File: src/rtl/i2c_stat_pkg.sv
package i2c_stat_pkg;
  localparam int STAT_W   = 8;
  localparam int BUSY_BIT = 7;
  localparam int RSC_BIT  = 6;
  localparam int AL_BIT   = 5;
  localparam int LOW_W    = AL_BIT;

  typedef struct packed {
    logic busy;
    logic rsc;
    logic al;
  } flags_t;

  // Sticky flag update: a set event wins over a clear event.
  function automatic logic sticky_next(logic cur, logic set, logic clr);
    if (set)      return 1'b1;
    else if (clr) return 1'b0;
    else          return cur;
  endfunction

  // SDA falls while SCL stays high.
  function automatic logic is_start(logic scl_prev, logic scl_now,
                                    logic sda_prev, logic sda_now);
    return scl_prev & scl_now & sda_prev & ~sda_now;
  endfunction

  // SDA rises while SCL stays high.
  function automatic logic is_stop(logic scl_prev, logic scl_now,
                                   logic sda_prev, logic sda_now);
    return scl_prev & scl_now & ~sda_prev & sda_now;
  endfunction

  function automatic logic [STAT_W-1:0] pack_status(flags_t f);
    logic [STAT_W-1:0] s;
    s = '0;
    s[BUSY_BIT] = f.busy;
    s[RSC_BIT]  = f.rsc;
    s[AL_BIT]   = f.al;
    return s;
  endfunction
endpackage

File: src/rtl/line_sync.sv
module line_sync #(
  parameter int STAGES = 2,
  parameter int LANES  = 2
) (
  input  logic             clk,
  input  logic             rst_n,
  input  logic [LANES-1:0] d_in,
  output logic [LANES-1:0] d_out
);
  for (genvar g = 0; g < LANES; g++) begin : g_lane
    logic [STAGES-1:0] chain;
    always_ff @(posedge clk or negedge rst_n) begin
      if (!rst_n) chain <= '1;  // idle bus lines are high
      else        chain <= {chain[STAGES-2:0], d_in[g]};
    end
    assign d_out[g] = chain[STAGES-1];
  end
endmodule

File: src/rtl/bus_cond_detect.sv
module bus_cond_detect
  import i2c_stat_pkg::*;
(
  input  logic clk,
  input  logic rst_n,
  input  logic scl_s,
  input  logic sda_s,
  output logic start_det,
  output logic stop_det
);
  logic scl_q, sda_q;

  always_ff @(posedge clk or negedge rst_n) begin
    if (!rst_n) begin
      scl_q <= 1'b1;
      sda_q <= 1'b1;
    end else begin
      scl_q <= scl_s;
      sda_q <= sda_s;
    end
  end

  assign start_det = is_start(scl_q, scl_s, sda_q, sda_s);
  assign stop_det  = is_stop(scl_q, scl_s, sda_q, sda_s);


  no_event_scl_low_chk: assert property (@(posedge clk) disable iff (!rst_n)
    !scl_s |-> (!start_det && !stop_det));
endmodule

File: src/rtl/status_flags.sv
module status_flags
  import i2c_stat_pkg::*;
(
  input  logic   clk,
  input  logic   rst_n,
  input  logic   start_det,
  input  logic   stop_det,
  input  logic   host_clr,
  input  logic   addr_miss,
  input  logic   arb_lost,
  input  logic   master_req,
  output flags_t flags
);
  logic rsc_set, rsc_clr, al_set, al_clr;

  assign rsc_set = start_det & flags.busy;
  assign rsc_clr = host_clr | addr_miss | stop_det | (start_det & ~flags.busy);
  assign al_set  = arb_lost | (master_req & flags.busy);
  assign al_clr  = host_clr;

  always_ff @(posedge clk or negedge rst_n) begin
    if (!rst_n) begin
      flags <= '0;
    end else begin
      flags.busy <= sticky_next(flags.busy, start_det, stop_det);
      flags.rsc  <= sticky_next(flags.rsc, rsc_set, rsc_clr);
      flags.al   <= sticky_next(flags.al, al_set, al_clr);
    end
  end


  busy_on_start_chk: assert property (@(posedge clk) disable iff (!rst_n)
    start_det |=> flags.busy);

  busy_off_stop_chk: assert property (@(posedge clk) disable iff (!rst_n)
    (stop_det && !start_det) |=> !flags.busy);

  rsc_on_restart_chk: assert property (@(posedge clk) disable iff (!rst_n)
    (start_det && flags.busy) |=> flags.rsc);

  rsc_cleared_chk: assert property (@(posedge clk) disable iff (!rst_n)
    (stop_det || addr_miss || host_clr) && !(start_det && flags.busy) |=> !flags.rsc);

  al_on_pulse_chk: assert property (@(posedge clk) disable iff (!rst_n)
    arb_lost |=> flags.al);

  al_sticky_chk: assert property (@(posedge clk) disable iff (!rst_n)
    (flags.al && !host_clr) |=> flags.al);

  al_set_wins_chk: assert property (@(posedge clk) disable iff (!rst_n)
    (arb_lost && host_clr) |=> flags.al);
endmodule

File: src/rtl/i2c_status_mon.sv
module i2c_status_mon
  import i2c_stat_pkg::*;
#(
  parameter int SYNC_STAGES = 2
) (
  input  logic              clk,
  input  logic              rst_n,
  input  logic              scl_in,
  input  logic              sda_in,
  input  logic              host_wr_int,
  input  logic              host_wr_val,
  input  logic              master_req,
  input  logic              arb_lost_pulse,
  input  logic              addr_miss_pulse,
  output logic [STAT_W-1:0] status_o
);
  logic [1:0] lines_s;
  logic       scl_s, sda_s;
  logic       start_det, stop_det;
  logic       host_clr;
  flags_t     flags;

  line_sync #(.STAGES(SYNC_STAGES), .LANES(2)) u_sync (
    .clk   (clk),
    .rst_n (rst_n),
    .d_in  ({scl_in, sda_in}),
    .d_out (lines_s)
  );
  assign scl_s = lines_s[1];
  assign sda_s = lines_s[0];

  bus_cond_detect u_cond (
    .clk       (clk),
    .rst_n     (rst_n),
    .scl_s     (scl_s),
    .sda_s     (sda_s),
    .start_det (start_det),
    .stop_det  (stop_det)
  );

  assign host_clr = host_wr_int & ~host_wr_val;

  status_flags u_flags (
    .clk        (clk),
    .rst_n      (rst_n),
    .start_det  (start_det),
    .stop_det   (stop_det),
    .host_clr   (host_clr),
    .addr_miss  (addr_miss_pulse),
    .arb_lost   (arb_lost_pulse),
    .master_req (master_req),
    .flags      (flags)
  );

  assign status_o = pack_status(flags);


  low_bits_zero_chk: assert property (@(posedge clk) disable iff (!rst_n)
    status_o[LOW_W-1:0] == '0);
endmodule

File: config.mk
export PLATFORM = sky130hd
export DESIGN_NAME = i2c_status_mon
export DESIGN_NICKNAME = d
export VERILOG_FILES = /design/src/rtl/i2c_stat_pkg.sv /design/src/rtl/line_sync.sv /design/src/rtl/bus_cond_detect.sv /design/src/rtl/status_flags.sv /design/src/rtl/i2c_status_mon.sv
export SDC_FILE = /design/constraint.sdc
export NUM_CORES = 1
export LEC_CHECK = 0
export ABC_AREA = 1
export BUFFER_PORTS_ARGS = -buffer_cell sky130_fd_sc_hd__buf_2
export CAP_MARGIN = 25
export CORE_AREA = 10 10 47 49
export DETAILED_ROUTE_END_ITERATION = 8
export DIE_AREA = 0 0 57 59
export PLACE_DENSITY = 0.54
export SYNTH_ARGS = -nofsm -noshare
export SYNTH_HDL_FRONTEND = slang
export SYNTH_SLANG_ARGS = --single-unit
File: constraint.sdc
create_clock -name clk -period 1 [get_ports clk]
set_clock_uncertainty 0.15 [all_clocks]
set_input_delay 0.1 -clock clk [delete_from_list [all_inputs] [get_ports clk]]
set_output_delay 0.1 -clock clk [all_outputs]
set_load 0.05 [all_outputs]
==> results of run 1 <==
-- cell usage after synthesis (all sizes together) --
master / count
a21oi: 1
buf: 5
conb: 1
dfrtp: 3
dfstp: 6
inv: 5
nand2: 8
nand3: 2
nor2: 4
o21ai: 1
-- power breakdown --
group | internal (mW) | switching, mW | leakage, nW | total [mW]
Combinational | 0.0631 | 0.124 | 0.151 | 0.187
Sequential | 0.401 | 0.0193 | 0.0953 | 0.420
Clock | 0.153 | 0.124 | 0.0150 | 0.278
-- flip-flops by register name, indices dropped and copies added (netlist names) --
register / count
u_sync.g_lane.chain: 4
u_flags.flags: 3
u_cond.scl_q: 1
u_cond.sda_q: 1
-- logic make-up after synthesis --
logic type | synth area share [%]
AND/OR/NAND/NOR | 15.97
buffers and inverters | 15.63
flip-flops | 64.58
AO/OA/AOI/OAI | 2.775
other | 1.041
-- critical path, stage by stage (launching register included) --
cell and delay, ps:
dfstp_2 540, inv_1 40, nor2_1 80, nand2_1 70, nand3_1 80, nand2_1 50
-- path summary, 6_finish.rpt --
check	startpoint	end
hold / removal	host_wr_val	u_flags.flags[0]$_DFFE_PN0P_
max in group asynchronous	rst_n	u_cond.sda_q$_DFF_PN1_
setup reg to reg	u_sync.g_lane[0].chain[1]$_DFF_PN1_	u_flags.flags[1]$_DFFE_PN0P_
min in group asynchronous	rst_n	u_flags.flags[1]$_DFFE_PN0P_
setup / recovery	u_sync.g_lane[0].chain[1]$_DFF_PN1_	u_flags.flags[1]$_DFFE_PN0P_
hold reg to reg	u_sync.g_lane[1].chain[0]$_DFF_PN1_	u_sync.g_lane[1].chain[1]$_DFF_PN1_
-- cell type report --
| type | instances | area, um^2 |
|---|---|---|
| clock buffer | 4 | 26.28 |
| fill | 141 | 873.3 |
| inverter | 5 | 18.77 |
| multi-input combinational | 21 | 95.09 |
| sequential | 9 | 236.5 |
| tap | 16 | 20.02 |
| timing repair buffer | 17 | 131.4 |
-- stage by stage --
step | worst slack (ps) | hold WS [ps] | utilization, %
after floorplan | -68.28 | -345.6 | -
after global placement | -105.1 | -193.4 | 29.73
after detailed placement | -108.7 | -190.1 | 29.73
after CTS | -102.7 | 0.1118 | 37.77
after global routing | -167.1 | -28.76 | 37.68
final | -103.3 | -83.95 | 37.68
-- layer usage --
metal  wire length, um  global-route usage, %  vias to the layer above
met3                71                  2.361                        2
met1               278                  4.634                      112
met2               386                  6.822                        9
met4                 9                  3.020                        0
met5                 0                      0                        -
li1                  -                      -                      136
-- timing repair --
action	4_1_cts	5_1_grt
gates resized for setup	8	3
hold endpoints to repair	12	1
pin swaps	2	4
endpoints found under the setup margin	5	6
setup buffers	1	0
==> summary.txt, run 1 <==
Status
  • Status: finished with violations
  • Failing checks: hold timing, setup timing

Layout
  • Non-Filler Instances: 72
  • Design area: 528.0 um^2
  • Area Growth Syn to Fin: 46.53%
  • Antenna cell count: 0
  • Layout cells sized above 1: 50.00%
  • Post-layout nets: 66
  • Leading cell types in the layout, fill and taps excluded: 8 x nand2_1, 8 x buf_2, 6 x dfstp_2

STA
  • Hold WS: -83.95 ps
  • Tcrit/Tclk final: 110.3%
  • Max Slew Vio Count: 0
  • Setup violators final: 5
  • Fin crit period: 1103 ps
  • Hold Violations, Final: 1
  • Fmax: 0.9064 GHz
  • RSZ-0062 raised after global routing: true
  • Setup TNS: -403.8 ps
  • Setup ws final: -103.3 ps

Synth
  • Cell variety after synth: 11
  • Yosys top cell area share: 43.75%
  • Syn_area_per_cell: 10.01 um^2
  • Synth Cell Area: 360.3 um^2
  • Syn Inst Count: 36
  • Seq/Total Area, Yosys: 64.58%
  • Yosys reg bits: 9
  • Cell taking the most area after synthesis: dfstp_2
  • Warnings from Yosys: 0
  • Leading post-synthesis cells by cell area: dfstp_2 44%, dfrtp_1 21%, buf_4 10%

Clock tree
  • CTS buffer count: 3
  • Clock Latency Late Sink: 260 ps
  • Clock slew at reported path FFs: 60 ps
  • Hold Buf Count CTS: 6
  • Clock sink total: 9
  • Htree depth: 1
  • Clock Tree Buf Depth: 2
  • CTS tree: built
  • Clock root buffer: clkbuf_4

Worst setup path
  • Worst Reg2Reg Path Length in Cells: 5
  • Critical path arrival: 1100 ps
  • Crit path kind: reg2reg
  • Worst Path Required: 1000 ps
  • Worst setup SP type: register
  • Register-to-register setup slack: -100 ps
  • Crit Path Max Fanout: 3
  • CP endpoint kind: register

Worst hold path
  • WHS Path Cells: 3
  • HP Class: in2reg

Placed design
  • GP Congestion: 0.7721
  • HPWL Detailed: 503.5 um
  • Post-placement cell count: 62
  • Area after DPL: 416.7 um^2
  • Port Buffer Count: 11

Floorplan
  • I/O pins: 17
  • Chip Height: 59 um
  • FP Rows: 14
  • Die footprint: 3363 um^2
  • Die width: 57 um
  • Initial Utilization: 25.71%
  • Placeable Area: 1401 um^2

Routing
  • Routed Antenna Nets: 0
  • Drt first-iter violations: 1
  • Wirelength per Cell: 10.35 um
  • Via density: 3.597
  • Routed WL: 745 um
  • First-pass DRT Iterations: 3
  • Via count: 259
  • DRC: 0

GRT
  • Number of global-route vias before repair: 279
  • Grt total ovfl: 0
  • Antenna violations before repair: 0
  • Total GRT Usage: 4.450%
  • First-pass GRT wire length: 1.207 mm
  • Largest net degree at the start of global routing: 10

Pwr
  • Total power draw: 0.8849 mW
  • PwrDens: 1676 nW/um^2
  • Leakage: 0.2614 nW
  • Maximum VDD drop: 741.0 uV

Job
  • Number of max-cap violations: 0
No activity file was read; power rests on OpenSTA's default activity.
==> inputs of run 2 (changes only) <==
==> constraint.sdc (replaced) <==
create_clock -name clk -period 1 [get_ports clk]
set_clock_uncertainty 0.15 [all_clocks]
set_input_delay 0.05 -clock clk [delete_from_list [all_inputs] [get_ports clk]]
set_output_delay 0.05 -clock clk [all_outputs]
set_load 0.05 [all_outputs]
==> summary.txt, run 2 (synthesis results as in run 1) <==
Pwr
  • Leakage: 0.2800 nW
  • Clock power frac: 30.4%
  • Seq pwr share: 45.7%
  • Cell-internal power: 0.6392 mW
  • Combinational share of power: 23.9%
  • P_sw: 0.2745 mW
  • Maximum VDD drop: 858.8 uV
  • Switch share: 30.04%
  • Total power draw: 0.9137 mW
  • PwrDens: 1605 nW/um^2

Worst hold path
  • HP Class: in2async

Layout
  • Fin util: 40.63%
  • Storage cell area: 236.5 um^2
  • Leading cell types in the layout, fill and taps excluded: 8 x nand2_1, 8 x dlygate4sd3_1, 8 x buf_2
  • Multi-input combinational cell area: 95.09 um^2
  • Area Growth Syn to Fin: 57.99%
  • Post-layout nets: 70
  • # fillers: 135
  • Largest regs: u_sync.g_lane.chain x4, u_flags.flags x3
  • Antenna cell count: 0
  • Layout cells sized above 1: 48.33%
  • Register with the most flip-flops: u_sync.g_lane.chain
  • Max FFs per register: 4

STA
  • Tcrit/Tclk final: 110.0%
  • Hold Violations, Final: 0
  • RSZ-0062 raised after global routing: true
  • Fin crit period: 1100 ps
  • Setup violators final: 5
  • Max Slew Vio Count: 0
  • Setup ws final: -99.89 ps
  • Fmax: 0.9092 GHz
  • Hold WS: 8.366 ps

Floorplan
  • Die width: 57 um
  • Initial Utilization: 25.71%
  • I/O pins: 17
  • Chip Height: 59 um
  • Die footprint: 3363 um^2
  • FP Rows: 14
  • Placeable Area: 1401 um^2

Routing
  • Wirelength per Cell: 10.08 um
  • First-pass DRT Iterations: 4
  • Via count: 284
  • Drt first-iter violations: 4
  • Via density: 3.737
  • Routed WL: 766 um
  • DRC: 0
  • Routed Antenna Nets: 0

Clock tree
  • Clock Latency Late Sink: 260 ps
  • CTS buffer count: 3
  • Htree depth: 1
  • CTS tree: built
  • Clock slew at reported path FFs: 60 ps
  • Clock Tree Buf Depth: 2
  • Clock root buffer: clkbuf_4
  • Clock sink total: 9

Worst setup path
  • Crit path kind: reg2reg
  • Worst Path Required: 1000 ps
  • Critical path arrival: 1100 ps
  • Crit Path Max Fanout: 3
  • CP endpoint kind: register
  • Worst setup SP type: register

Status
  • Failing checks: setup timing
  • Status: finished with violations

GRT
  • Largest net degree at the start of global routing: 10
  • Antenna violations before repair: 0
  • Grt total ovfl: 0
  • Number of global-route vias before repair: 308
  • Total GRT Usage: 4.799%
  • First-pass GRT wire length: 1.297 mm

Job
  • Number of max-cap violations: 0

Placed design
  • HPWL Detailed: 503.5 um
  • GP Congestion: 0.7721
  • Port Buffer Count: 11
==> run 2: cell types whose count changed in the layout (fill, tap and decap cells not counted), sizes merged <==
| cell | previous run | this run |
|---|---|---|
| dlygate4sd3 | 5 | 8 |
| buf | 12 | 13 |
==> run 2: area by class of cell <==
type	instances	share of cell area, %
sequential	9	41.54
timing repair buffer	21	30.33
multi-input combinational	21	16.70
clock buffer	4	4.615
tap	16	3.516
inverter	5	3.297
==> run 2: repair_timing <==
item | CTS | global route
gates resized for setup | 8 | 4
pin swaps | 2 | 5
setup endpoints to repair | 5 | 6
buffers inserted | 2 | 0
endpoints found under the hold margin | 13 | 0
hold buffers | 8 | 0
==> run 2: path summary, 6_finish.rpt <==
| path | startpoint | to | slack (ps) | depth (start not counted) |
|---|---|---|---|---|
| worst max-delay path | u_sync.g_lane[0].chain[1]$_DFF_PN1_ | u_flags.flags[1]$_DFFE_PN0P_ | -100 | 5 |
| worst min-delay path | rst_n | u_flags.flags[1]$_DFFE_PN0P_ | 8 | 2 |
| worst max register to register | u_sync.g_lane[0].chain[1]$_DFF_PN1_ | u_flags.flags[1]$_DFFE_PN0P_ | -100 | 5 |
| worst min register to register | u_sync.g_lane[1].chain[0]$_DFF_PN1_ | u_sync.g_lane[1].chain[1]$_DFF_PN1_ | 210 | 0 |
| max in group asynchronous | rst_n | u_cond.sda_q$_DFF_PN1_ | 440 | 2 |
| min in group clk | u_sync.g_lane[1].chain[0]$_DFF_PN1_ | u_sync.g_lane[1].chain[1]$_DFF_PN1_ | 210 | 0 |
==> run 2: critical path: stages, from the launching register on <==
cell and delay, ps:
dfstp_2 540, inv_1 40, nor2_1 80, nand2_1 70, nand3_1 80, nand2_1 50
==> run 2: metal layers <==
layer | wire length, um | global-route usage (%) | vias to the layer above | part of all wire (%)
met5 | 0 | 0 | - | 0
met4 | 9 | 3.020 | 0 | 1.2
met3 | 83 | 2.575 | 2 | 11
met2 | 401 | 7.752 | 9 | 52
met1 | 272 | 4.756 | 128 | 36
li1 | - | - | 145 | -
==> run 2: per-stage QoR <==
step / worst slack, ps / cell area (um^2) / TNS, ps / instances
6_report: -99.89 / 569.3 / -243.4 / 76
2_1_floorplan: -68.28 / 379.1 / -115.8 / 40
3_3_place_gp: -105.1 / 416.7 / -206.3 / 62
5_1_grt: -165.5 / 569.3 / -431.4 / 76
3_5_place_dp: -108.7 / 416.7 / -198.0 / 62
4_1_cts: -102.7 / 556.8 / -251.1 / 76
==> run 2: power by group through the flow <==
stage | clock network (mW) | registers [mW] | logic [mW]
after global routing | 0.299 | 0.420 | 0.234
after floorplan | 0 | 0.464 | 0.0786
after global placement | 0 | 0.421 | 0.147
after detailed placement | 0 | 0.421 | 0.147
after CTS | 0.284 | 0.414 | 0.206
final | 0.278 | 0.418 | 0.218
